[src/rtl/sdsync_pkg.sv]
`timescale 1ns/1ps
package sdsync_pkg;
   typedef enum logic [1:0] {
      TM_EMBED     = 2'd0,
      TM_FLD_HLOW  = 2'd1,
      TM_HV_EDGE   = 2'd2,
      TM_FLD_HHIGH = 2'd3
   } tmode_e;

   typedef struct packed {
      logic frame;
      logic field;
      logic odd;
      logic line;
   } sync_evt_t;
endpackage

[src/rtl/sdsync_in_stage.sv]
`timescale 1ns/1ps
// Registers every timing input once and keeps the previous sync levels for edge detection.
module sdsync_in_stage #(
   parameter int PIX_W = 10
) (
   input  logic             clk_i,
   input  logic             rst_n_i,
   input  logic             hs_i,
   input  logic             fv_i,
   input  logic             bl_i,
   input  logic [PIX_W-1:0] pix_i,
   output logic             hs_q,
   output logic             hs_p,
   output logic             fv_q,
   output logic             fv_p,
   output logic             bl_q,
   output logic [PIX_W-1:0] pix_q
);
   always_ff @(posedge clk_i or negedge rst_n_i) begin
      if (!rst_n_i) begin
         hs_q  <= 1'b1;
         hs_p  <= 1'b1;
         fv_q  <= 1'b1;
         fv_p  <= 1'b1;
         bl_q  <= 1'b0;
         pix_q <= '0;
      end else begin
         hs_q  <= hs_i;
         hs_p  <= hs_q;
         fv_q  <= fv_i;
         fv_p  <= fv_q;
         bl_q  <= bl_i;
         pix_q <= pix_i;
      end
   end
endmodule

[src/rtl/sdsync_trs_parse.sv]
`timescale 1ns/1ps
// Finds an all-ones, zero, zero preamble followed by the flag word.
module sdsync_trs_parse #(
   parameter int PIX_W = 10
) (
   input  logic             clk_i,
   input  logic             rst_n_i,
   input  logic [PIX_W-1:0] pix_q,
   output logic             hit_o,
   output logic             f_o,
   output logic             v_o,
   output logic             h_o
);
   localparam int          PRE_LEN = 3;
   localparam logic [PIX_W-1:0] ONES = {PIX_W{1'b1}};
   localparam int          F_POS   = PIX_W - 2;
   localparam int          V_POS   = PIX_W - 3;
   localparam int          H_POS   = PIX_W - 4;

   logic [PIX_W-1:0] hist [PRE_LEN];

   always_ff @(posedge clk_i or negedge rst_n_i) begin
      if (!rst_n_i) hist[0] <= '0;
      else          hist[0] <= pix_q;
   end

   for (genvar gi = 1; gi < PRE_LEN; gi++) begin : g_hist
      always_ff @(posedge clk_i or negedge rst_n_i) begin
         if (!rst_n_i) hist[gi] <= '0;
         else          hist[gi] <= hist[gi-1];
      end
   end

   assign hit_o = (hist[PRE_LEN-1] == ONES) && (hist[1] == '0) && (hist[0] == '0);
   assign f_o   = pix_q[F_POS];
   assign v_o   = pix_q[V_POS];
   assign h_o   = pix_q[H_POS];
endmodule

[src/rtl/sdsync_evt_mux.sv]
`timescale 1ns/1ps
// Per-mode decode of which edge/level coincidence marks a field, frame or line.
module sdsync_evt_mux
   import sdsync_pkg::*;
(
   input  tmode_e    mode_i,
   input  logic      hs_q,
   input  logic      hs_p,
   input  logic      fv_q,
   input  logic      fv_p,
   input  logic      trs_hit,
   input  logic      trs_f,
   input  logic      trs_h,
   input  logic      f_last,
   output sync_evt_t evt_o
);
   logic h_fall, v_tog, v_fall;
   assign h_fall = hs_p & ~hs_q;
   assign v_tog  = fv_p ^ fv_q;
   assign v_fall = fv_p & ~fv_q;

   always_comb begin
      evt_o = '0;
      unique case (mode_i)
         TM_EMBED: begin
            evt_o.line = trs_hit & trs_h;
            if (trs_hit && (trs_f != f_last)) begin
               evt_o.field = 1'b1;
               evt_o.frame = ~trs_f;
               evt_o.odd   = ~trs_f;
            end
         end
         TM_FLD_HLOW: begin
            evt_o.line = h_fall;
            if (v_tog) begin
               evt_o.field = 1'b1;
               evt_o.frame = ~hs_q;
               evt_o.odd   = ~hs_q;
            end
         end
         TM_FLD_HHIGH: begin
            evt_o.line = h_fall;
            if (v_tog) begin
               evt_o.field = 1'b1;
               evt_o.frame = hs_q;
               evt_o.odd   = hs_q;
            end
         end
         TM_HV_EDGE: begin
            evt_o.line = h_fall;
            if (v_fall && h_fall) begin
               evt_o.field = 1'b1;
               evt_o.frame = 1'b1;
               evt_o.odd   = 1'b1;
            end else if (v_fall && hs_q) begin
               evt_o.field = 1'b1;
            end
         end
         default: evt_o = '0;
      endcase
   end
endmodule

[src/rtl/sdsync_line_ctr.sv]
`timescale 1ns/1ps
// Line-in-field counter with blanking and VBI range decode.
module sdsync_line_ctr #(
   parameter int LINE_W         = 10,
   parameter int NTSC_VB_LAST   = 21,
   parameter int PAL_VB_LAST    = 22,
   parameter int NTSC_VBI_FIRST = 10,
   parameter int NTSC_VBI_LAST  = 20,
   parameter int PAL_VBI_FIRST  = 7,
   parameter int PAL_VBI_LAST   = 22,
   parameter bit SATURATE       = 1'b1
) (
   input  logic              clk_i,
   input  logic              rst_n_i,
   input  logic              pal_i,
   input  logic              fs_i,
   input  logic              ls_i,
   output logic [LINE_W-1:0] line_o,
   output logic              vblank_o,
   output logic              vbi_o
);
   localparam logic [LINE_W-1:0] LMAX   = {LINE_W{1'b1}};
   localparam logic [LINE_W-1:0] ONE    = LINE_W'(1);
   localparam logic [LINE_W-1:0] N_VB   = LINE_W'(NTSC_VB_LAST);
   localparam logic [LINE_W-1:0] P_VB   = LINE_W'(PAL_VB_LAST);
   localparam logic [LINE_W-1:0] N_VI_A = LINE_W'(NTSC_VBI_FIRST);
   localparam logic [LINE_W-1:0] N_VI_B = LINE_W'(NTSC_VBI_LAST);
   localparam logic [LINE_W-1:0] P_VI_A = LINE_W'(PAL_VBI_FIRST);
   localparam logic [LINE_W-1:0] P_VI_B = LINE_W'(PAL_VBI_LAST);

   logic [LINE_W-1:0] inc;

   if (SATURATE) begin : g_sat
      assign inc = (line_o == LMAX) ? LMAX : line_o + ONE;
   end else begin : g_wrap
      assign inc = line_o + ONE;
   end

   always_ff @(posedge clk_i or negedge rst_n_i) begin
      if (!rst_n_i)   line_o <= '0;
      else if (fs_i)  line_o <= ONE;
      else if (ls_i)  line_o <= inc;
   end

   assign vblank_o = pal_i ? (line_o <= P_VB) : (line_o <= N_VB);
   assign vbi_o    = pal_i ? ((line_o >= P_VI_A) && (line_o <= P_VI_B))
                           : ((line_o >= N_VI_A) && (line_o <= N_VI_B));
endmodule

[src/rtl/sdsync_dec.sv]
`timescale 1ns/1ps
module sdsync_dec
   import sdsync_pkg::*;
#(
   parameter int PIX_W          = 10,
   parameter int LINE_W         = 10,
   parameter int NTSC_VB_LAST   = 21,
   parameter int PAL_VB_LAST    = 22,
   parameter int NTSC_VBI_FIRST = 10,
   parameter int NTSC_VBI_LAST  = 20,
   parameter int PAL_VBI_FIRST  = 7,
   parameter int PAL_VBI_LAST   = 22,
   parameter bit LINE_SATURATE  = 1'b1
) (
   input  logic              clk_i,
   input  logic              rst_n_i,
   input  logic [1:0]        mode_i,
   input  logic              blank_en_i,
   input  logic              pal_i,
   input  logic              hsync_n_i,
   input  logic              fld_vs_i,
   input  logic              blank_n_i,
   input  logic [PIX_W-1:0]  pix_i,
   output logic              frame_start_o,
   output logic              field_start_o,
   output logic              field_odd_o,
   output logic              line_start_o,
   output logic              active_o,
   output logic              vbi_o,
   output logic [LINE_W-1:0] line_o
);
   if (PIX_W < 8) begin : g_chk_pix
      $error("PIX_W must leave room for the F, V and H flag bits");
   end
   if ((PAL_VB_LAST >= (1 << LINE_W)) || (NTSC_VB_LAST >= (1 << LINE_W))) begin : g_chk_line
      $error("LINE_W too narrow for the blanking ranges");
   end

   tmode_e            mode;
   logic              hs_q, hs_p, fv_q, fv_p, bl_q;
   logic [PIX_W-1:0]  pix_q;
   logic              trs_hit, trs_f, trs_v, trs_h;
   logic              f_last;
   logic              vblank;
   sync_evt_t         evt;

   assign mode = tmode_e'(mode_i);

   sdsync_in_stage #(.PIX_W(PIX_W)) u_in (
      .clk_i(clk_i), .rst_n_i(rst_n_i),
      .hs_i(hsync_n_i), .fv_i(fld_vs_i), .bl_i(blank_n_i), .pix_i(pix_i),
      .hs_q(hs_q), .hs_p(hs_p), .fv_q(fv_q), .fv_p(fv_p), .bl_q(bl_q), .pix_q(pix_q)
   );

   sdsync_trs_parse #(.PIX_W(PIX_W)) u_trs (
      .clk_i(clk_i), .rst_n_i(rst_n_i), .pix_q(pix_q),
      .hit_o(trs_hit), .f_o(trs_f), .v_o(trs_v), .h_o(trs_h)
   );

   sdsync_evt_mux u_evt (
      .mode_i(mode), .hs_q(hs_q), .hs_p(hs_p), .fv_q(fv_q), .fv_p(fv_p),
      .trs_hit(trs_hit), .trs_f(trs_f), .trs_h(trs_h), .f_last(f_last),
      .evt_o(evt)
   );

   sdsync_line_ctr #(
      .LINE_W(LINE_W), .NTSC_VB_LAST(NTSC_VB_LAST), .PAL_VB_LAST(PAL_VB_LAST),
      .NTSC_VBI_FIRST(NTSC_VBI_FIRST), .NTSC_VBI_LAST(NTSC_VBI_LAST),
      .PAL_VBI_FIRST(PAL_VBI_FIRST), .PAL_VBI_LAST(PAL_VBI_LAST),
      .SATURATE(LINE_SATURATE)
   ) u_line (
      .clk_i(clk_i), .rst_n_i(rst_n_i), .pal_i(pal_i),
      .fs_i(evt.field), .ls_i(evt.line),
      .line_o(line_o), .vblank_o(vblank), .vbi_o(vbi_o)
   );

   always_ff @(posedge clk_i or negedge rst_n_i) begin
      if (!rst_n_i) begin
         f_last        <= 1'b1;
         frame_start_o <= 1'b0;
         field_start_o <= 1'b0;
         field_odd_o   <= 1'b0;
         line_start_o  <= 1'b0;
         active_o      <= 1'b0;
      end else begin
         if (trs_hit) f_last <= trs_f;
         frame_start_o <= evt.frame;
         field_start_o <= evt.field;
         line_start_o  <= evt.line;
         if (evt.field) field_odd_o <= evt.odd;
         if (mode == TM_EMBED) begin
            if (trs_hit) active_o <= ~(trs_h | trs_v);
         end else begin
            active_o <= blank_en_i ? bl_q : (hs_q & ~vblank);
         end
      end
   end
endmodule

[config.mk]
export PLATFORM = sky130hd
export DESIGN_NAME = sdsync_dec
export DESIGN_NICKNAME = d
export VERILOG_FILES = /design/src/rtl/sdsync_pkg.sv /design/src/rtl/sdsync_in_stage.sv /design/src/rtl/sdsync_trs_parse.sv /design/src/rtl/sdsync_evt_mux.sv /design/src/rtl/sdsync_line_ctr.sv /design/src/rtl/sdsync_dec.sv
export SDC_FILE = /design/constraint.sdc
export NUM_CORES = 1
export LEC_CHECK = 0
export ABC_CLOCK_PERIOD_IN_PS = 1850
export BUFFER_PORTS_ARGS = -buffer_cell sky130_fd_sc_hd__clkbuf_2
export CORE_MARGIN = 2
export CORE_UTILIZATION = 50
export CTS_CLUSTER_DIAMETER = 80
export DETAILED_ROUTE_END_ITERATION = 10
export MAX_ROUTING_LAYER = met4
export PLACE_DENSITY = 0.74
export SYNTH_ARGS = -nofsm -noshare
export SYNTH_HDL_FRONTEND = slang
export SYNTH_SLANG_ARGS = --single-unit
[constraint.sdc]
create_clock -name clk_i -period 1.85 [get_ports clk_i]
set_input_delay 0.37 -clock clk_i [delete_from_list [all_inputs] [get_ports clk_i]]
set_output_delay 0.37 -clock clk_i [all_outputs]
set_load 0.01 [all_outputs]
==> results of run 1 <==
[logic make-up (layout without fill, tap and decap cells)]
| family | Yosys count | in the layout | share of synthesized area, % |
|---|---|---|---|
| buffers and inverters | 9 | 86 | 1.75 |
| XOR/XNOR | 1 | 1 | 0.370 |
| adder cells (fa/ha/maj) | 5 | 5 | 2.65 |
| AO/OA/AOI/OAI | 44 | 44 | 13.2 |
| multiplexers | 5 | 5 | 2.22 |
| AND/OR/NAND/NOR | 64 | 64 | 15.0 |
| flip-flops | 61 | 61 | 64.8 |
[worst max-delay path: stages, from the launching register on]
cell,delay [ns]
sky130_fd_sc_hd__dfrtp_1,0.37
sky130_fd_sc_hd__or4_1,0.52
sky130_fd_sc_hd__or4_4,0.59
sky130_fd_sc_hd__o21ai_4,0.22
sky130_fd_sc_hd__buf_6,0.18
sky130_fd_sc_hd__o21ai_2,0.08
sky130_fd_sc_hd__o2bb2ai_2,0.12
[power by group through the flow]
stage | Clock [mW] | Combinational (mW) | Sequential [mW]
floorplan | 0 | 0.136 | 1.50
global placement | 0 | 0.298 | 1.49
detailed placement | 0 | 0.309 | 1.49
CTS | 1.30 | 0.379 | 1.47
global route | 1.36 | 0.458 | 1.49
finish | 1.28 | 0.420 | 1.48
[cells in the final DEF (no fill, tap or decap), types with 2 or more instances in the layout]
| cell | n |
|---|---|
| sky130_fd_sc_hd__bufinv_16 | 2 |
| sky130_fd_sc_hd__nand4b_1 | 2 |
| sky130_fd_sc_hd__o21ai_0 | 7 |
| sky130_fd_sc_hd__buf_6 | 3 |
| sky130_fd_sc_hd__dfstp_2 | 5 |
| sky130_fd_sc_hd__dfrtp_1 | 55 |
| sky130_fd_sc_hd__o21ai_1 | 3 |
| sky130_fd_sc_hd__nor4_1 | 4 |
| sky130_fd_sc_hd__nor2_1 | 12 |
| sky130_fd_sc_hd__or3_1 | 2 |
| sky130_fd_sc_hd__clkbuf_2 | 34 |
| sky130_fd_sc_hd__nor2b_1 | 2 |
| sky130_fd_sc_hd__nand2_1 | 10 |
| sky130_fd_sc_hd__inv_2 | 2 |
| sky130_fd_sc_hd__mux2i_1 | 3 |
| sky130_fd_sc_hd__nand4_1 | 8 |
| sky130_fd_sc_hd__a2bb2oi_1 | 3 |
| sky130_fd_sc_hd__nand3_1 | 6 |
| sky130_fd_sc_hd__a211oi_1 | 2 |
| sky130_fd_sc_hd__inv_1 | 2 |
| sky130_fd_sc_hd__o21ai_2 | 4 |
| sky130_fd_sc_hd__clkinv_4 | 2 |
| sky130_fd_sc_hd__ha_4 | 2 |
| sky130_fd_sc_hd__clkbuf_8 | 9 |
| sky130_fd_sc_hd__clkinv_2 | 2 |
| sky130_fd_sc_hd__a41oi_2 | 2 |
| sky130_fd_sc_hd__a21oi_1 | 3 |
| sky130_fd_sc_hd__nand2b_1 | 3 |
| sky130_fd_sc_hd__ha_1 | 2 |
| sky130_fd_sc_hd__nor4b_4 | 2 |
| sky130_fd_sc_hd__a31oi_1 | 4 |
| sky130_fd_sc_hd__a21oi_2 | 4 |
| sky130_fd_sc_hd__buf_4 | 27 |
| sky130_fd_sc_hd__mux2_2 | 2 |
[worst min-delay path by stage]
stage                                              end  slack, ns  cells past startpoint     start
after detailed placement       field_start_o$_DFF_PN0_       0.31                      1   rst_n_i
after CTS                          u_in.fv_q$_DFF_PN1_        0.1                      1  fld_vs_i
after floorplan                   active_o$_DFFE_PN0P_       0.07                      0   rst_n_i
final                              u_in.fv_q$_DFF_PN1_       0.10                      1  fld_vs_i
after global routing               u_in.fv_q$_DFF_PN1_        0.1                      1  fld_vs_i
after global placement    u_line.line_o[9]$_DFFE_PN0P_       0.30                      1   rst_n_i
[what timing repair did]
| action | CTS | global route |
|---|---|---|
| setup buffers | 8 | 4 |
| setup endpoints to repair | 14 | 17 |
| resized for setup | 17 | 20 |
| endpoints found under the hold margin | 12 | 0 |
| hold buffers | 1 | 0 |
| gates cloned | 0 | 0 |
| pin swaps | 6 | 11 |
[cell type report]
type	instances	area, µm²	share of cell area (%)
clock buffers	10	128	3.96
inverters	4	15.0	0.466
well taps	54	67.6	2.10
multi-input cells	119	956	29.6
clock inverters	6	87.6	2.72
flip-flops and latches	61	1530	47.6
repair buffers	66	437	13.5
[per-stage QoR]
step	worst slack, ns	util, %	TNS [ns]
detailed placement	-0.260	59.5	-2.47
finish	-0.329	69.6	-3.51
floorplan	-0.160	-	-1.32
global route	-0.386	69.6	-4.13
CTS	-0.246	67.0	-2.70
global placement	-0.225	59.5	-2.16
[metal layers]
metal | GRT usage [%] | up-vias | routed length, µm
met5 | - | - | 0
met4 | 11.9 | 0 | 144
met3 | 6.22 | 14 | 301
met2 | 31.7 | 75 | 2430
met1 | 27.6 | 880 | 2250
li1 | - | 846 | -
==> impl_table.tex, run 1 <==
\begin{tabular}{lr}
\hline
Metric & Value \\
\hline
\multicolumn{2}{l}{\textbf{Run status}} \\
Status & finished, violations left \\
Violations in the final reports & negative setup slack \\
\multicolumn{2}{l}{\textbf{Worst setup path}} \\
Worst flop-to-flop path startpoint & u\_trs.hist[27]\$\_DFF\_PN0\_ \\
Kind of start point of the critical path & flop \\
Register-to-Register Path Depth & 6 \\
Endpoint class of the critical path & flop \\
Capturing point of the worst reg2reg path & u\_line.line\_o[1]\$\_DFFE\_PN0P\_ \\
End of the critical path & u\_line.line\_o[1]\$\_DFFE\_PN0P\_ \\
Class of the most critical setup path & flop to flop \\
Timing startpoint of the critical path & u\_trs.hist[27]\$\_DFF\_PN0\_ \\
Data arrival time of the worst path & 2.42 ns \\
Reg-to-reg setup timing slack & -0.33 ns \\
Critical-path maximum fanout & 7 \\
Worst path required time & 2.09 ns \\
\multicolumn{2}{l}{\textbf{Final layout}} \\
Diode count & 0 \\
Registers with the most flip-flops & u\_trs.hist x30, u\_in.pix\_q x10, u\_line.line\_o x10 \\
Number of flip-flops under the largest register name & 30 \\
Total non-filler cell area in the finished layout & 3220 µm² \\
Number of nets in the layout & 285 \\
Count of placed standard cells in the final layout, fillers left out & 320 \\
Top reg by flops & u\_trs.hist \\
Number of fillers in the final layout & 332 \\
Share of post-route cells with drive strength above 1 & 45.1\% \\
Area growth, synth to finish & 36.3\% \\
\multicolumn{2}{l}{\textbf{Floorplanning}} \\
Effective utilization at floorplan & 51.1\% \\
Die boundary width & 72.8 µm \\
Die Y & 72.8 µm \\
Ports & 35 \\
Area of the core & 4630 µm² \\
Std-Cell Rows & 25 \\
Die ar. & 5300 µm² \\
\multicolumn{2}{l}{\textbf{Detailed routing}} \\
First-pass DRT Iterations & 4 \\
Routed wire length & 5120 µm \\
Vias & 1,815 \\
DRC & 0 \\
Detailed-route vias per instance & 5.67 \\
WL/cell & 16.0 µm \\
Remaining antenna violation count & 0 \\
Detailed router's first-iteration violation count & 201 \\
\multicolumn{2}{l}{\textbf{Clocking}} \\
Worst-Skew Late Latency & 0.34 ns \\
Clock net sink count & 61 \\
Clock tree from TritonCTS & yes \\
Root cell of the clock tree & sky130\_fd\_sc\_hd\_\_clkbuf\_8 \\
Clock transition time at the flip-flop clock pins of the worst setup and hold paths & 0.07 ns \\
CTS Buf Count & 9 \\
Longest Clk Path Bufs & 2 \\
Max H-tree Level & 3 \\
\multicolumn{2}{l}{\textbf{Timing}} \\
Final count of pins violating max slew & 0 \\
Final Cycle Share & 118\% \\
Max\_slew headroom & 70.1\% \\
Layout Skew & 0.00511 ns \\
Worst Max-Slew Pin Slew & 0.445 ns \\
Max Fclk & 459 MHz \\
Final number of setup-violating endpoints & 14 \\
Worst setup slack after layout & -0.329 ns \\
Setup repair after global routing missed its margin & yes \\
Time the worst path needs with I/O delays and setup & 2.18 ns \\
Number of failing hold endpoints at the final stage & 0 \\
WHS & 0.104 ns \\
\multicolumn{2}{l}{\textbf{Power}} \\
Switching share of power & 25.3\% \\
Switch Pwr & 0.806 mW \\
Clock network fraction of design power & 40.3\% \\
Internal Dissipation & 2.38 mW \\
Total power consumption of the routed design & 3.18 mW \\
Pwr Density & 987 nW/µm² \\
Largest vdd supply drop & 0.628 mV \\
Static power due to leakage & 1.42 nW \\
Proportion of power drawn by combinational gates & 13.2\% \\
Part of the total power dissipated in sequential elements & 46.5\% \\
\multicolumn{2}{l}{\textbf{Synth}} \\
Synthesis warning total & 0 \\
Number of distinct library cell variants in the gate-level netlist after synthesis & 44 \\
Mean cell area of the mapped netlist & 12.5 µm² \\
Area leader, netlist & sky130\_fd\_sc\_hd\_\_dfrtp\_1 \\
Synthesized netlist net count & 213 \\
Gate count of the mapped netlist & 189 \\
Proportion of netlist area held by the largest area contributor & 59.3\% \\
Most numerous cell types in the synthesized netlist & 56 x sky130\_fd\_sc\_hd\_\_dfrtp\_1, 14 x sky130\_fd\_sc\_hd\_\_nor2\_1, 13 x sky130\_fd\_sc\_hd\_\_o21ai\_0, 10 x sky130\_fd\_sc\_hd\_\_nand2\_1, 8 x sky130\_fd\_sc\_hd\_\_nand4\_1 \\
Share of flip-flops with an asynchronous set or reset & 100\% \\
Ranking of synthesized cells by area & sky130\_fd\_sc\_hd\_\_dfrtp\_1 59\%, sky130\_fd\_sc\_hd\_\_dfstp\_2 5.6\%, sky130\_fd\_sc\_hd\_\_o21ai\_0 2.8\% \\
Top\_reg\_cell synth & sky130\_fd\_sc\_hd\_\_dfrtp\_1 \\
Post-Syn Area & 2360 µm² \\
Flop and latch count out of synthesis & 61 \\
Most common cell in the netlist & sky130\_fd\_sc\_hd\_\_dfrtp\_1 \\
EDFF count, synth & 0 \\
Share of the yosys chip area belonging to registers & 64.8\% \\
\multicolumn{2}{l}{\textbf{Global route}} \\
Vias in the first global route & 1,826 \\
Pin count of the biggest net entering global routing & 50 \\
Sum of overflow across all layers after global routing & 0 \\
Number of antenna violations at the first check in global routing & 0 \\
First-pass GRT wire length & 8310 µm \\
GR Util All Layers & 21.8\% \\
\multicolumn{2}{l}{\textbf{Placed design}} \\
Post-detailed-placement half-perimeter wirelength & 3280 µm \\
RePlAce Congestion & 0.899 \\
Placed Instances & 293 \\
Port Buffer Count & 34 \\
Cell area after placement & 2750 µm² \\
\multicolumn{2}{l}{\textbf{Job}} \\
Number of maximum-capacitance constraint violations & 0 \\
\multicolumn{2}{l}{\textbf{Hold path}} \\
HP Class & input port to flop \\
\hline
\end{tabular}
Power figures use the tool's default switching activity.
==> run 2, diff against run 1 <==
Settings changed: SKIP_CTS_REPAIR_TIMING from default to 1.
==> run 2 against run 1 <==
  * The flow still finishes with violations (negative setup slack)
  * Sequential cell count is the same
  * Design area shrank 1.7%
  * Combinational power shrank 9.0%
  * Power is 1.1% lower
  * Routed wire length fell by 3.7%
  * Non-clock buffer count shrank 3
  * Clock power about the same
  * Critical endpoint is now u_line.line_o[0]$_DFFE_PN0P_
  * Highest routed layer unchanged
==> impl_table.tex, run 2 (synthesis results as in run 1) <==
\begin{tabular}{lr}
\hline
Metric & Value \\
\hline
\multicolumn{2}{l}{\textbf{Run status}} \\
Status & finished, violations left \\
Violations in the final reports & negative setup slack \\
\multicolumn{2}{l}{\textbf{Timing}} \\
Final count of pins violating max slew & 0 (unchanged) \\
WHS & 0.113 ns (+0.00870 ns) \\
Max Fclk & 476 MHz (+3.7\%) \\
Worst Max-Slew Pin Slew & 0.387 ns (-0.0584 ns) \\
Number of failing hold endpoints at the final stage & 0 (unchanged) \\
Worst setup slack after layout & -0.251 ns (+0.0786 ns) \\
Time the worst path needs with I/O delays and setup & 2.10 ns (-0.0786 ns) \\
Layout Skew & 0.0114 ns (+0.00626 ns) \\
Max\_slew headroom & 74.2\% (+4.2 points) \\
Final number of setup-violating endpoints & 14 (unchanged) \\
Setup repair after global routing missed its margin & yes \\
Final Cycle Share & 114\% (-4.2 points) \\
\multicolumn{2}{l}{\textbf{Global route}} \\
First-pass GRT wire length & 7810 µm (-6.1\%) \\
Sum of overflow across all layers after global routing & 0 (unchanged) \\
Vias in the first global route & 1,746 (-4.4\%) \\
Pin count of the biggest net entering global routing & 50 (unchanged) \\
GR Util All Layers & 20.4\% (-1.4 points) \\
Number of antenna violations at the first check in global routing & 0 (unchanged) \\
\multicolumn{2}{l}{\textbf{Clocking}} \\
Clock tree from TritonCTS & yes \\
Max H-tree Level & 3 (unchanged) \\
Longest Clk Path Bufs & 2 (unchanged) \\
Clock transition time at the flip-flop clock pins of the worst setup and hold paths & 0.07 ns (about the same) \\
Root cell of the clock tree & sky130\_fd\_sc\_hd\_\_clkbuf\_8 \\
Worst-Skew Late Latency & 0.34 ns (about the same) \\
Clock net sink count & 61 (unchanged) \\
CTS Buf Count & 9 (unchanged) \\
\multicolumn{2}{l}{\textbf{Final layout}} \\
Share of post-route cells with drive strength above 1 & 41.8\% (-3.3 points) \\
Top reg by flops & u\_trs.hist \\
Most used cells in the layout excluding fill and tap cells & 55 x sky130\_fd\_sc\_hd\_\_dfrtp\_1, 33 x sky130\_fd\_sc\_hd\_\_clkbuf\_2, 24 x sky130\_fd\_sc\_hd\_\_buf\_4 \\
Number of nets in the layout & 282 (-1.1\%) \\
Area growth, synth to finish & 34.0\% \\
Count of placed standard cells in the final layout, fillers left out & 317 (-0.94\%) \\
Total non-filler cell area in the finished layout & 3170 µm² (-1.7\%) \\
Diode count & 0 (unchanged) \\
Most common cell after layout, fill and taps aside & sky130\_fd\_sc\_hd\_\_dfrtp\_1 \\
Registers with the most flip-flops & u\_trs.hist x30, u\_in.pix\_q x10, u\_line.line\_o x10 \\
Number of flip-flops under the largest register name & 30 (unchanged) \\
\multicolumn{2}{l}{\textbf{Floorplanning}} \\
Area of the core & 4630 µm² (unchanged) \\
Std-Cell Rows & 25 (unchanged) \\
Effective utilization at floorplan & 51.1\% (unchanged) \\
Ports & 35 (unchanged) \\
Die boundary width & 72.8 µm (unchanged) \\
Die ar. & 5300 µm² (unchanged) \\
Die Y & 72.8 µm (unchanged) \\
\multicolumn{2}{l}{\textbf{Placed design}} \\
Post-detailed-placement half-perimeter wirelength & 3280 µm (unchanged) \\
Placed Instances & 293 (unchanged) \\
RePlAce Congestion & 0.899 (unchanged) \\
Cell area after placement & 2750 µm² (unchanged) \\
Port Buffer Count & 34 (unchanged) \\
\multicolumn{2}{l}{\textbf{Detailed routing}} \\
First-pass DRT Iterations & 6 (+2) \\
Detailed router's first-iteration violation count & 202 (+0.50\%) \\
Routed wire length & 4930 µm (-3.7\%) \\
DRC & 0 (unchanged) \\
Detailed-route vias per instance & 5.60 (-1.3\%) \\
Vias & 1,775 (-2.2\%) \\
Remaining antenna violation count & 0 (unchanged) \\
WL/cell & 15.6 µm (-2.8\%) \\
\multicolumn{2}{l}{\textbf{Power}} \\
Static power due to leakage & 1.40 nW (-1.3\%) \\
Total power consumption of the routed design & 3.15 mW (-1.1\%) \\
Largest vdd supply drop & 0.628 mV (about the same) \\
Pwr Density & 994 nW/µm² (+0.65\%) \\
\multicolumn{2}{l}{\textbf{Hold path}} \\
Worst hold path stage count & 1 (unchanged) \\
Hold path startpoint & fld\_vs\_i \\
HP Class & input port to flop \\
Endpoint, Worst Hold & u\_in.fv\_q\$\_DFF\_PN1\_ \\
\multicolumn{2}{l}{\textbf{Worst setup path}} \\
Register-to-Register Path Depth & 5 (-1) \\
Kind of start point of the critical path & flop \\
Worst path required time & 2.08 ns (about the same) \\
Standard cell with the maximum stage delay on the critical path & sky130\_fd\_sc\_hd\_\_or4\_4 \\
Cells along the critical path & or4\_1 -> or4\_4 -> o21ai\_4 -> nand3\_1 -> a2bb2oi\_1 \\
Class of the most critical setup path & flop to flop \\
Data arrival time of the worst path & 2.33 ns (-0.09 ns) \\
Capturing point of the worst reg2reg path & u\_line.line\_o[0]\$\_DFFE\_PN0P\_ \\
Largest stage delay, worst path & 0.58 ns (about the same) \\
Endpoint class of the critical path & flop \\
Worst flop-to-flop path startpoint & u\_trs.hist[25]\$\_DFF\_PN0\_ \\
Critical-path maximum fanout & 4 (-3) \\
Reg-to-reg setup timing slack & -0.25 ns (+0.08 ns) \\
\multicolumn{2}{l}{\textbf{Job}} \\
Number of maximum-capacitance constraint violations & 0 (unchanged) \\
\hline
\end{tabular}
[run 2: changes by cell type in the layout (fill, tap and decap cells not counted), sizes merged]
cell and change:
clkbuf -1, buf -2
[run 2: how the worst max path moves through the flow]
stage                                  start                            to  slack, ns  cells past startpoint
floorplan           u_trs.hist[28]$_DFF_PN0_  u_line.line_o[1]$_DFFE_PN0P_      -0.16                      6
global placement    u_trs.hist[28]$_DFF_PN0_  u_line.line_o[1]$_DFFE_PN0P_      -0.23                      6
detailed placement  u_trs.hist[28]$_DFF_PN0_       field_odd_o$_DFFE_PN0N_      -0.26                      5
CTS                 u_trs.hist[28]$_DFF_PN0_       field_odd_o$_DFFE_PN0N_      -0.28                      5
global route        u_trs.hist[25]$_DFF_PN0_  u_line.line_o[4]$_DFFE_PN0P_      -0.31                      6
finish              u_trs.hist[25]$_DFF_PN0_  u_line.line_o[0]$_DFFE_PN0P_      -0.25                      5
[run 2: through the flow]
step                util [%]  worst slack [ns]  TNS (ns)
finish                  68.5            -0.251     -2.83
global route            68.5            -0.309     -3.81
CTS                     64.1            -0.276     -2.89
detailed placement      59.5            -0.260     -2.47
global placement        59.5            -0.225     -2.16
floorplan                  -            -0.160     -1.32
[run 2: worst max-delay path, delay by kind of cell (launching register included)]
kind / cells / cell delay (ns)
flops: 1 / 0.37
simple gates: 3 / 1.28
compound gates: 2 / 0.34
[run 2: area by class of cell]
cell class                      instances  area [µm²]
Tap cell                               54        67.6
Clock buffer                           10         128
Clock inverter                          6        87.6
Sequential cell                        61        1530
Timing Repair Buffer                   63         414
Fill cell                             332        1460
Multi-Input combinational cell        119         923
Inverter                                4        15.0
[run 2: per-layer routing]
| metal | up-vias | global-route usage [%] | part of all wire [%] |
|---|---|---|---|
| met5 | - | - | 0 |
| met2 | 69 | 29.0 | 48 |
| li1 | 841 | - | - |
| met1 | 858 | 26.6 | 45 |
| met3 | 7 | 5.94 | 5.7 |
| met4 | 0 | 10.7 | 1.5 |
[run 2: where the power goes]
part | leakage, nW | internal, mW | switching [mW] | total (mW)
clock | 0.110 | 0.758 | 0.526 | 1.28
sequential | 0.729 | 1.41 | 0.0689 | 1.48
combinational | 0.562 | 0.186 | 0.196 | 0.382
==> run 3, diff against run 2 <==
--- a/config.mk
+++ b/config.mk
@@ -7,2 +7,3 @@
 export LEC_CHECK = 0
+export ABC_AREA = 1
 export ABC_CLOCK_PERIOD_IN_PS = 1850
@@ -10,3 +11,3 @@
 export CORE_MARGIN = 2
-export CORE_UTILIZATION = 50
+export CORE_UTILIZATION = 51
 export CTS_CLUSTER_DIAMETER = 80
@@ -14,3 +15,3 @@
 export MAX_ROUTING_LAYER = met4
-export PLACE_DENSITY = 0.74
+export PLACE_DENSITY = 0.75
 export SKIP_CTS_REPAIR_TIMING = 1
==> constraint.sdc (replaced) <==
create_clock -name clk_i -period 1.85 [get_ports clk_i]
set_input_delay 0.0925 -clock clk_i [delete_from_list [all_inputs] [get_ports clk_i]]
set_output_delay 0.0925 -clock clk_i [all_outputs]
set_load 0.01 [all_outputs]
==> run 3 against run 2 <==
  * The run now ends clean
  * Area after synthesis increased by 11%
  * Power rose by 0.91%
  * Combinational power is 6.5% higher
  * Critical path depth increased by 3
  * Register-to-register slack gained 0.48 ns
  * Worst hold slack lost 0.020 ns
  * Critical path type is now flop to output port
  * Critical endpoint is now vbi_o
  * Largest power group unchanged
==> impl_table.tex, run 3 <==
\begin{tabular}{lr}
\hline
Metric & Value \\
\hline
\multicolumn{2}{l}{\textbf{Run status}} \\
Status & finished, final reports clean \\
\multicolumn{2}{l}{\textbf{Power}} \\
Largest vdd supply drop & 0.841 mV (+34\%) \\
Pwr Density & 982 nW/µm² (-1.1\%) \\
Static power due to leakage & 1.61 nW (+15\%) \\
\multicolumn{2}{l}{\textbf{Final layout}} \\
Number of fillers in the final layout & 411 (+24\%) \\
Count of placed standard cells in the final layout, fillers left out & 423 (+33\%) \\
Top reg by flops & u\_trs.hist \\
Number of flip-flops under the largest register name & 30 (unchanged) \\
Most common cell after layout, fill and taps aside & sky130\_fd\_sc\_hd\_\_nand2\_1 \\
Number of nets in the layout & 372 (+32\%) \\
Registers with the most flip-flops & u\_trs.hist x30, u\_in.pix\_q x10, u\_line.line\_o x10 \\
Area growth, synth to finish & 23.3\% \\
Share of post-route cells with drive strength above 1 & 21.0\% (-21 points) \\
Most used cells in the layout excluding fill and tap cells & 69 x sky130\_fd\_sc\_hd\_\_nand2\_1, 57 x sky130\_fd\_sc\_hd\_\_nor2\_1, 51 x sky130\_fd\_sc\_hd\_\_dfrtp\_1 \\
Diode count & 0 (unchanged) \\
Final core utilization & 64.1\% (-4.3 points) \\
\multicolumn{2}{l}{\textbf{Clocking}} \\
Longest Clk Path Bufs & 2 (unchanged) \\
Clock tree from TritonCTS & yes \\
Clock transition time at the flip-flop clock pins of the worst setup and hold paths & 0.07 ns (about the same) \\
Clock net sink count & 61 (unchanged) \\
CTS Buf Count & 9 (unchanged) \\
Root cell of the clock tree & sky130\_fd\_sc\_hd\_\_clkbuf\_8 \\
Max H-tree Level & 3 (unchanged) \\
Worst-Skew Late Latency & 0.33 ns (about the same) \\
\multicolumn{2}{l}{\textbf{Synth}} \\
Most common cell in the netlist & sky130\_fd\_sc\_hd\_\_nand2\_1 \\
Area leader, netlist & sky130\_fd\_sc\_hd\_\_dfrtp\_1 \\
Share of flip-flops with an asynchronous set or reset & 100\% (unchanged) \\
Top\_reg\_cell synth & sky130\_fd\_sc\_hd\_\_dfrtp\_1 \\
Post-synthesis share of cell area spent on xor and xnor gates & 1.00\% (+0.63 points) \\
Fraction of the mapped netlist area in simple logic gates & 27.3\% (+12 points) \\
Ranking of synthesized cells by area & sky130\_fd\_sc\_hd\_\_dfrtp\_1 53\%, sky130\_fd\_sc\_hd\_\_nand2\_1 9.9\%, sky130\_fd\_sc\_hd\_\_nor2\_1 8.4\% \\
Share of the yosys chip area belonging to registers & 58.4\% (-6.4 points) \\
Number of distinct library cell variants in the gate-level netlist after synthesis & 26 (-41\%) \\
Most numerous cell types in the synthesized netlist & 69 x sky130\_fd\_sc\_hd\_\_nand2\_1, 59 x sky130\_fd\_sc\_hd\_\_nor2\_1, 56 x sky130\_fd\_sc\_hd\_\_dfrtp\_1, 26 x sky130\_fd\_sc\_hd\_\_inv\_1, 26 x sky130\_fd\_sc\_hd\_\_nand3\_1 \\
Post-Syn Area & 2620 µm² (+11\%) \\
Portion of netlist area occupied by mux cells & 0\% (-2.2 points) \\
Mean cell area of the mapped netlist & 8.95 µm² (-28\%) \\
Post-Synth Adder-Cell Area & 2.38\% (-0.26 points) \\
Flop and latch count out of synthesis & 61 (unchanged) \\
Synthesis warning total & 0 (unchanged) \\
Post-synthesis compound-gate area fraction & 5.10\% (-8.1 points) \\
Proportion of netlist area held by the largest area contributor & 53.4\% (-5.8 points) \\
EDFF count, synth & 0 (unchanged) \\
Synthesized netlist net count & 317 (+49\%) \\
Largest family of logic cells by synthesized area & simple AND/OR/NAND/NOR gates \\
Gate count of the mapped netlist & 293 (+55\%) \\
\multicolumn{2}{l}{\textbf{Worst setup path}} \\
Class of the most critical setup path & flop to output port \\
Data arrival time of the worst path & 1.63 ns (-0.70 ns) \\
Critical-path maximum fanout & 6 (+2) \\
Kind of start point of the critical path & flop \\
Worst path required time & 1.76 ns (-0.32 ns) \\
Reg-to-reg setup timing slack & 0.23 ns (+0.48 ns) \\
Endpoint class of the critical path & output port \\
\multicolumn{2}{l}{\textbf{Global route}} \\
Pin count of the biggest net entering global routing & 40 (-20\%) \\
Vias in the first global route & 1,808 (+3.6\%) \\
First-pass GRT wire length & 8140 µm (+4.3\%) \\
Number of antenna violations at the first check in global routing & 0 (unchanged) \\
GR Util All Layers & 20.3\% (-0.11 points) \\
Sum of overflow across all layers after global routing & 0 (unchanged) \\
\multicolumn{2}{l}{\textbf{Placed design}} \\
RePlAce Congestion & 0.855 (-4.9\%) \\
Port Buffer Count & 34 (unchanged) \\
Post-detailed-placement half-perimeter wirelength & 3520 µm (+7.1\%) \\
Placed Instances & 392 (+34\%) \\
\multicolumn{2}{l}{\textbf{Floorplanning}} \\
Area of the core & 5040 µm² (+8.9\%) \\
Effective utilization at floorplan & 52.0\% (+0.95 points) \\
Die boundary width & 75.7 µm (+4.1\%) \\
Std-Cell Rows & 26 (+4.0\%) \\
Die Y & 75.7 µm (+4.1\%) \\
Die ar. & 5730 µm² (+8.3\%) \\
Ports & 35 (unchanged) \\
\multicolumn{2}{l}{\textbf{Timing}} \\
Final Cycle Share & 93.2\% (-20 points) \\
Max\_slew headroom & 60.0\% (-14 points) \\
Time the worst path needs with I/O delays and setup & 1.72 ns (-0.376 ns) \\
Final count of pins violating max slew & 0 (unchanged) \\
Worst Max-Slew Pin Slew & 0.599 ns (+0.212 ns) \\
Max Fclk & 580 MHz (+22\%) \\
Final number of setup-violating endpoints & 0 (-14) \\
Layout Skew & 0.00954 ns (-0.00183 ns) \\
Number of failing hold endpoints at the final stage & 0 (unchanged) \\
Aggregate negative setup slack & 0 ns (+2.83 ns) \\
\multicolumn{2}{l}{\textbf{Detailed routing}} \\
Detailed-route vias per instance & 4.83 (-14\%) \\
DRC & 0 (unchanged) \\
Vias & 2,044 (+15\%) \\
First-pass DRT Iterations & 4 (-2) \\
WL/cell & 11.7 µm (-25\%) \\
Remaining antenna violation count & 0 (unchanged) \\
Routed wire length & 4950 µm (+0.36\%) \\
Detailed router's first-iteration violation count & 235 (+16\%) \\
\multicolumn{2}{l}{\textbf{Job}} \\
Number of maximum-capacitance constraint violations & 0 (unchanged) \\
\multicolumn{2}{l}{\textbf{Hold path}} \\
HP Class & input port to flop \\
\hline
\end{tabular}
run 3: metal layers:
metal	up-vias	GRT usage [%]	part of all wire (%)
met5	-	-	0
met1	948	27.0	46
met4	0	8.19	1.4
li1	1037	-	-
met2	53	28.6	47
met3	6	7.01	5.0
run 3: stage by stage:
step	setup slack [ns]	hold slack, ns	power, mW	area (µm²)
2_1_floorplan	0.385	-0.203	1.76	2620
3_3_place_gp	0.314	0.101	1.90	2850
3_5_place_dp	0.262	0.109	1.91	2850
4_1_cts	-0.0194	-0.251	3.17	3070
5_1_grt	-0.0213	0.0957	3.36	3230
6_report	0.126	0.0932	3.18	3230
run 3: area by class of cell:
| class | count | area (µm²) | area share [%] |
|---|---|---|---|
| clock buffers | 10 | 128 | 3.95 |
| clock inverters | 6 | 86.3 | 2.67 |
| inverters | 26 | 100 | 3.09 |
| multi-input cells | 199 | 948 | 29.3 |
| flip-flops and latches | 61 | 1540 | 47.6 |
| well taps | 70 | 87.6 | 2.71 |
| repair buffers | 51 | 345 | 10.7 |
run 3: worst max-delay path: stages (launching register included):
cell	delay, ns
sky130_fd_sc_hd__dfrtp_1	0.48
sky130_fd_sc_hd__nor2_4	0.15
sky130_fd_sc_hd__nand2_1	0.11
sky130_fd_sc_hd__nor2_2	0.12
sky130_fd_sc_hd__nand2_1	0.06
sky130_fd_sc_hd__nand2_1	0.05
sky130_fd_sc_hd__nand2_1	0.06
sky130_fd_sc_hd__o21ai_0	0.13
sky130_fd_sc_hd__buf_2	0.15
run 3: logic make-up after synthesis:
family                   after synthesis
AO/OA/AOI/OAI                         23
AND/OR/NAND/NOR                      168
buffers and inverters                 33
flip-flops                            61
XOR/XNOR                               3
adder cells (fa/ha/maj)                5
run 3: path summary, 6_finish.rpt:
check,start,endpoint,cells past startpoint
max in group asynchronous,rst_n_i,f_last$_DFFE_PN1P_,3
min reg2reg,u_in.pix_q[0]$_DFF_PN0_,u_trs.hist[20]$_DFF_PN0_,0
max reg2reg,u_line.line_o[0]$_DFFE_PN0P_,u_line.line_o[6]$_DFFE_PN0P_,9
max,u_line.line_o[8]$_DFFE_PN0P_,vbi_o,8
min,blank_en_i,active_o$_DFFE_PN0P_,5
min in group asynchronous,rst_n_i,u_in.pix_q[9]$_DFF_PN0_,2
run 3: where the power goes:
part           switching [mW]  leakage, nW  internal [mW]
combinational           0.240        0.786          0.168
sequential             0.0930        0.716           1.43
clock                   0.492        0.107          0.758
